File: src/rtl/io_dec_pkg.sv
package io_dec_pkg;
  localparam int ADDR_W = 24;
  localparam int PAGE_LSB = 8;

  typedef struct packed {
    logic sound;
    logic io;
    logic refresh;
    logic busreq;
    logic sndrst;
    logic idle;
    logic exp;
    logic exp_wr;
    logic timer;
    logic lock;
    logic lock2;
    logic video;
  } sel_t;

  localparam logic [ADDR_W-1:0] VID_MASK  = 24'hE700E0;
  localparam logic [ADDR_W-1:0] VID_MATCH = 24'hC00000;
endpackage

File: src/rtl/io_page_decode.sv
module io_page_decode
  import io_dec_pkg::*;
#(
  parameter int LOCK_BYTES = 4
) (
  input  logic [ADDR_W-1:0] addr,
  input  logic              valid,
  input  logic              write,
  output sel_t              sel,
  output logic              vwin_hit
);
  localparam int PW = ADDR_W - PAGE_LSB;
  localparam logic [PW-1:0] PG_IO      = 16'hA100;
  localparam logic [PW-1:0] PG_REFRESH = 16'hA110;
  localparam logic [PW-1:0] PG_BUSREQ  = 16'hA111;
  localparam logic [PW-1:0] PG_SNDRST  = 16'hA112;
  localparam logic [PW-1:0] PG_IDLE    = 16'hA113;
  localparam logic [PW-1:0] PG_EXP     = 16'hA120;
  localparam logic [PW-1:0] PG_TIMER   = 16'hA130;
  localparam logic [PW-1:0] PG_LOCK    = 16'hA140;
  localparam logic [PW-1:0] PG_LOCK2   = 16'hA141;
  localparam logic [PAGE_LSB-1:0] LOCK_END = PAGE_LSB'(LOCK_BYTES);

  logic [PW-1:0] page;
  logic [PAGE_LSB-1:0] offs;

  assign page = addr[ADDR_W-1:PAGE_LSB];
  assign offs = addr[PAGE_LSB-1:0];

  always_comb begin
    sel         = '0;
    sel.sound   = valid && (addr[ADDR_W-1:16] == 8'hA0);
    sel.io      = valid && (page == PG_IO);
    sel.refresh = valid && (page == PG_REFRESH);
    sel.busreq  = valid && (page == PG_BUSREQ);
    sel.sndrst  = valid && (page == PG_SNDRST);
    sel.idle    = valid && (page == PG_IDLE);
    sel.exp     = valid && (page == PG_EXP);
    sel.exp_wr  = valid && write && (page == PG_EXP);
    sel.timer   = valid && (page == PG_TIMER);
    sel.lock    = valid && (page == PG_LOCK) && (offs < LOCK_END);
    sel.lock2   = valid && (page == PG_LOCK2) && (offs[PAGE_LSB-1:1] == '0);
    sel.video   = valid && ((addr & VID_MASK) == VID_MATCH);
  end

  assign vwin_hit = valid && (addr[ADDR_W-1:ADDR_W-3] == 3'b110);
endmodule

File: src/rtl/io_lock_guard.sv
module io_lock_guard #(
  parameter int          DATA_W    = 16,
  parameter int          KEY_WORDS = 2,
  parameter logic [KEY_WORDS*DATA_W-1:0] KEY = '1
) (
  input  logic              clk,
  input  logic              rst,
  input  logic              key_wr,
  input  logic [7:0]        key_offs,
  input  logic [DATA_W-1:0] wdata,
  input  logic              vwin_hit,
  output logic              unlocked,
  output logic              locked_out
);
  localparam int KEY_W = KEY_WORDS * DATA_W;
  localparam int IDX_W = (KEY_WORDS > 1) ? $clog2(KEY_WORDS) : 1;

  logic [IDX_W-1:0]  idx;
  logic [KEY_W-1:0]  key_flat;

  assign idx = key_offs[1 +: IDX_W];

  for (genvar w = 0; w < KEY_WORDS; w++) begin : g_word
    logic [DATA_W-1:0] word_q;
    always_ff @(posedge clk) begin
      if (rst)
        word_q <= '0;
      else if (key_wr && (idx == IDX_W'(w)))
        word_q <= wdata;
    end
    assign key_flat[KEY_W-1-w*DATA_W -: DATA_W] = word_q;
  end

  assign unlocked = (key_flat == KEY);

  always_ff @(posedge clk) begin
    if (rst)
      locked_out <= 1'b0;
    else if (vwin_hit && !unlocked)
      locked_out <= 1'b1;
  end
endmodule

File: src/rtl/io_page_decoder.sv
module io_page_decoder
  import io_dec_pkg::*;
#(
  parameter int DATA_W    = 16,
  parameter int KEY_WORDS = 2,
  parameter logic [KEY_WORDS*DATA_W-1:0] KEY = 32'h5A3C_C3A5
) (
  input  logic              clk,
  input  logic              rst,
  input  logic [23:0]       bus_addr,
  input  logic              bus_valid,
  input  logic              bus_write,
  input  logic [DATA_W-1:0] bus_wdata,
  input  logic              rst_btn,
  output logic              sel_sound,
  output logic              sel_io,
  output logic              sel_refresh,
  output logic              sel_busreq,
  output logic              sel_sndrst,
  output logic              sel_idle,
  output logic              sel_exp,
  output logic              exp_wr,
  output logic              sel_timer,
  output logic              sel_lock,
  output logic              sel_lock2,
  output logic              sel_video,
  output logic              cpu_reset,
  output logic              cpu_halt
);
  localparam int LOCK_BYTES = KEY_WORDS * (DATA_W / 8);

  sel_t dec_sel;
  sel_t sel_q;
  logic vwin_hit;
  logic unlocked;
  logic lockout;
  logic reset_q;
  logic halt_q;

  io_page_decode #(.LOCK_BYTES(LOCK_BYTES)) u_decode (
    .addr     (bus_addr),
    .valid    (bus_valid),
    .write    (bus_write),
    .sel      (dec_sel),
    .vwin_hit (vwin_hit)
  );

  io_lock_guard #(
    .DATA_W    (DATA_W),
    .KEY_WORDS (KEY_WORDS),
    .KEY       (KEY)
  ) u_guard (
    .clk        (clk),
    .rst        (rst),
    .key_wr     (dec_sel.lock && bus_write),
    .key_offs   (bus_addr[7:0]),
    .wdata      (bus_wdata),
    .vwin_hit   (vwin_hit),
    .unlocked   (unlocked),
    .locked_out (lockout)
  );

  always_ff @(posedge clk) begin
    if (rst) begin
      sel_q   <= '0;
      reset_q <= 1'b0;
      halt_q  <= 1'b0;
    end else begin
      sel_q   <= lockout ? '0 : dec_sel;
      reset_q <= lockout | rst_btn;
      halt_q  <= lockout;
    end
  end

  assign sel_sound   = sel_q.sound;
  assign sel_io      = sel_q.io;
  assign sel_refresh = sel_q.refresh;
  assign sel_busreq  = sel_q.busreq;
  assign sel_sndrst  = sel_q.sndrst;
  assign sel_idle    = sel_q.idle;
  assign sel_exp     = sel_q.exp;
  assign exp_wr      = sel_q.exp_wr;
  assign sel_timer   = sel_q.timer;
  assign sel_lock    = sel_q.lock;
  assign sel_lock2   = sel_q.lock2;
  assign sel_video   = sel_q.video;
  assign cpu_reset   = reset_q;
  assign cpu_halt    = halt_q;
endmodule

File: config.mk
export PLATFORM = sky130hd
export DESIGN_NAME = io_page_decoder
export DESIGN_NICKNAME = d
export VERILOG_FILES = /design/src/rtl/io_dec_pkg.sv /design/src/rtl/io_page_decode.sv /design/src/rtl/io_lock_guard.sv /design/src/rtl/io_page_decoder.sv
export SDC_FILE = /design/constraint.sdc
export NUM_CORES = 1
export LEC_CHECK = 0
export ABC_AREA = 1
export BUFFER_PORTS_ARGS = -buffer_cell sky130_fd_sc_hd__buf_4
export CAP_MARGIN = 20
export CORE_AREA = 8 8 93 128
export DETAILED_ROUTE_END_ITERATION = 10
export DIE_AREA = 0 0 101 136
export GPL_TIMING_DRIVEN = 0
export PLACE_DENSITY = 0.49
export SLEW_MARGIN = 25
export SYNTH_ARGS = -nofsm -noshare
export SYNTH_HDL_FRONTEND = slang
export SYNTH_SLANG_ARGS = --single-unit
File: constraint.sdc
create_clock -name clk -period 3.25 [get_ports clk]
set_input_delay 0.65 -clock clk [delete_from_list [all_inputs] [get_ports clk]]
set_output_delay 0.65 -clock clk [all_outputs]
set_load 0.03 [all_outputs]
== Yosys cells after proc, flatten, opt, wreduce, memory -nomap -nowiden ==
Index checks and enable logic that the tools add are counted.
Storage, ports and cells
  word-level logic and storage cells: 56
  input port bits: 45
  register bits: 47
Operators by class
  equal/unequal tests: 13
  reductions and logical operators: 23
  bitwise logic cells: 2
  $lt $le $gt $ge: 1
Operators with widths (count)
  16-bit == test, second input constant: 9
  32-bit by 31-bit == test with 1-bit output, second input constant: 1
  1-bit logical AND: 20
  9-bit == test, second input constant: 1
  8-bit == test, second input constant: 1
  8-bit by 3-bit < comparator with 1-bit output, second input constant: 1
  7-bit zero test: 1
  3-bit == test, second input constant: 1
  2-bit OR reduction: 1
  1-bit zero test: 1
  1-bit NOT: 1
  1-bit bitwise OR: 1

== Logic depth before layout (Yosys ltp) ==
  depth after elaboration: 5
  gate-level depth with buffers: 10
  depth with buffers taken out: 9

== Modules after synthesis ==
Synthesis repeated with hierarchy kept, for this count alone.
Unflattened totals
  cell total of the unflattened synthesis: 285
  area total of the unflattened synthesis: 2114.5 µm²
Modules (own cells, without submodules)
  io_lock_guard: instances 1, area each 1355.0 µm², cells each 177
  io_page_decoder: instances 1, area each 457.9 µm², cells each 47
  io_page_decode: instances 1, area each 301.5 µm², cells each 61

== Worst setup path after synthesis ==
OpenSTA, ideal clock, no wires.
  path type: input to register
  from: input bus_addr[11]
  to: register u_guard.g_word[0].word_q[0]
  cell stages on the path: 9
  library setup time: 110 ps
  slack: 1557 ps
  arrival: 1583 ps
  path buffers: 1
  cell sequence: nor2_2 > nand2_2 > nor2_8 > nand2_4 > nor2_8 > buf_6 > nand4_1 > nand2_1 > nor2_1
Between the ends
  cells in the longest elaborated chain, start to end: 5
Ends and longest elaborated chain
  from (decl): line io_page_decoder.sv:10  | input logic [23:0] bus_addr,
  16-bit == test: line io_page_decode.sv:41  | sel.lock = valid && (page == PG_LOCK) && (offs < LOCK_END);
  1-bit logical AND (2 in a row): line io_page_decode.sv:41
  1-bit logical AND: line io_page_decoder.sv:55  | .key_wr (dec_sel.lock && bus_write),
  1-bit logical AND: line io_lock_guard.sv:28  | else if (key_wr && (idx == IDX_W'(w)))
  to (signal assigned): line io_lock_guard.sv:29  | word_q <= wdata;
  to (decl): line io_lock_guard.sv:24  | logic [DATA_W-1:0] word_q;
No other way between the ends.
A chain may end at the register's enable or synchronous reset.

== Worst setup path after layout ==
  from: input bus_addr[11]
  to: register u_guard.g_word[0].word_q[12]
The elaborated chain is that of the path after synthesis.

==> flow_summary.ini <==
[status]
outcome = finished clean

[synth]
ys_types = 20
synth_edf_count = 0
synthTopCellsByArea = dfxtp_1 37%, inv_1 14%, nand2_1 9.2%, nand4_1 9.2%, nor2_1 7.7%
netlist.area_leader.share = 0.373
synth_simple_gate_area_frac = 0.437
ys_warn_count = 0
synthesis.instances = 372
synth.net_count = 417
synth_top_family_by_area = simple AND/OR/NAND/NOR gates
synthMuxAreaShare = 0
yosysMostFrequentCell = inv_1
ys_seq_area_frac = 0.373
synth_common_cells = 95 x inv_1, 62 x nand2_1, 52 x nor2_1, 47 x dfxtp_1, 37 x nand4_1
synthAdderAreaFrac = 0
synth_seq_cells = 47
yosys_most_used_dff = dfxtp_1
async_flop_share = 0
synth.avg_cell_area_um2 = 6.77
yosysTopAreaCell = dfxtp_1
syn_area_um2 = 2520
synth_compound_area_frac = 0
synthXorXnorAreaFrac = 0

[floorplanning]
ios = 59
die_h_um = 136
rows = 44
core_area_um2 = 10100
die_w_um = 101
start_util = 0.249
die_area_um2 = 13700

[placement]
gp_congestion = 0.781
place_area_um2 = 3110
port_buffers = 55
pre_cts_ws_ns = 1.24
dpl.hpwl_um = 5490

[clocking]
cts_buffers = 5
hold_buffers = 0
cts_tree = yes
clkLatencyLatePin_ns = 0.28
clock_path_buffers = 2
cts-root-buf = clkbuf_16
ctsResizeCount = 0
clkSinkCount = 47
h-tree-depth = 2
path_clk_slew_ns = 0.06
cts_setup_buffers = 0

[pwr]
comb_power_share = 0.100
swShare = 0.233
peakVddDrop_v = 0.000178
internal_power_uw = 904
p_leak_uw = 0.00159
totalPowerFinal_uw = 1180
power.switching_uw = 275
seqPwrFrac = 0.490
power_density_nw_per_um2 = 365
clockPowerShare = 0.410

[sta]
slew_viol_final = 0
hold_viol_final = 0
rsz0062_at_grt = false
finalCritPeriodShare = 0.519
fmax_ghz = 0.593
slew_headroom = 0.630
fin_crit_ns = 1.69
finalWorstSetupSlack_ns = 1.56
skew_ns = 0.00259
worst_pin_slew_ns = 0.553
setup_tns_ns = 0
setup_viol = 0

[global_routing]
grt_pass1_wl_um = 11000
grt_max_degree = 13
grtUsageTotal = 0.102
overflow = 0
antenna_found_initial = 0
grt_pass1_vias = 2296

[drt]
drt-pass1-iter-count = 4
dr.first_iter.drc_count = 237
wl_per_cell_um = 11.6
vias = 2335
viasPerCell = 4.09
wirelength_um = 6640
ant_nets = 0
route.detailed.drc = 0

[worst_hold_path]
hold_depth = 2
min-delay-start = u_guard.locked_out$_SDFFE_PP0P_
hold_path_class = flip-flop to flip-flop

[finish]
nets = 479
top_register = u_guard.g_word.word_q
fin_util = 0.319
largest_reg_flops = 32
area_growth_pct = 28.4
postLayoutCellArea_um2 = 3230
diodes = 0
drive_gt1_frac = 0.252

[worst_setup_path]
crit_required_ns = 3.43
critical_path.startpoint_type = input pin
critPathLaunch = bus_addr[11]
worst-r2r-cell-count = 4
endpoint_kind = flip-flop
reg2reg_from = u_guard.locked_out$_SDFFE_PP0P_
critPathMaxFanout = 10
arrival_ns = 1.87
critPathKind = input pin to flip-flop

[run]
drv_cap = 0
layer usage:
metal  vias up  routed length, um  GRT usage
li1       1232                  -          -
met1      1028               2610      0.107
met2        64               3330      0.175
met3        11                524     0.0374
met4         0                182     0.0524
met5         -                  0          0
through the flow:
step           instances  hold slack [ns]
6_report             571            0.463
5_1_grt              571            0.495
4_1_cts              571            0.468
3_5_place_dp         565            0.460
3_3_place_gp         565            0.449
2_1_floorplan        372            0.428
critical path, cell delays in order:
cell,delay (ns)
buf_4,0.11
nor2_2,0.18
nand2_2,0.14
nor2_8,0.19
nand2_4,0.08
nor2_8,0.14
buf_6,0.15
nand4_1,0.08
nand2_1,0.10
nor2_1,0.05
final cells by class:
class                           count  area, um2
Fill cell                        1171       6900
Multi-Input combinational cell    209       1100
Sequential cell                    47        941
Timing Repair Buffer               55        413
Inverter                          101        379
Tap cell                          138        173
Clock buffer                        6        129
Buffer                             15       98.8
kinds of logic after synthesis:
logic type	count (synthesis)
AND/OR/NAND/NOR	209
buffers and inverters	116
flip-flops	47
cell usage in the layout, fill, tap and decap left out:
cell type,count
buf_2,4
inv_1,95
clkbuf_1,1
dfxtp_1,47
nor2_2,3
nor2_1,52
buf_6,5
nand4_1,37
and2_1,1
buf_4,55
buf_1,6
nor3_4,1
nand2_4,3
clkbuf_16,5
nand2_1,62
nand3_1,7
inv_2,6
nand4_4,2
nor4_1,5
nand2_2,21
nor2_8,3
nor3_1,11
nor2_4,1
path summary, 6_finish.rpt:
| path | endpoint | slack [ns] |
|---|---|---|
| hold reg to reg | cpu_halt$_SDFF_PP0_ | 0.46 |
| setup reg to reg | exp_wr$_SDFF_PP0_ | 1.88 |
| hold / removal | cpu_halt$_SDFF_PP0_ | 0.46 |
| setup / recovery | u_guard.g_word[0].word_q[12]$_SDFFE_PP0P_ | 1.56 |
power by group through the flow:
| stage | clock, uW | sequential, uW | combinational, uW |
|---|---|---|---|
| after detailed placement | 0 | 591 | 120 |
| after floorplan | 0 | 593 | 53.3 |
| after global routing | 519 | 578 | 131 |
| after global placement | 0 | 591 | 119 |
| after CTS | 498 | 578 | 120 |
| final | 483 | 578 | 118 |
Power figures use the tool's default switching activity.
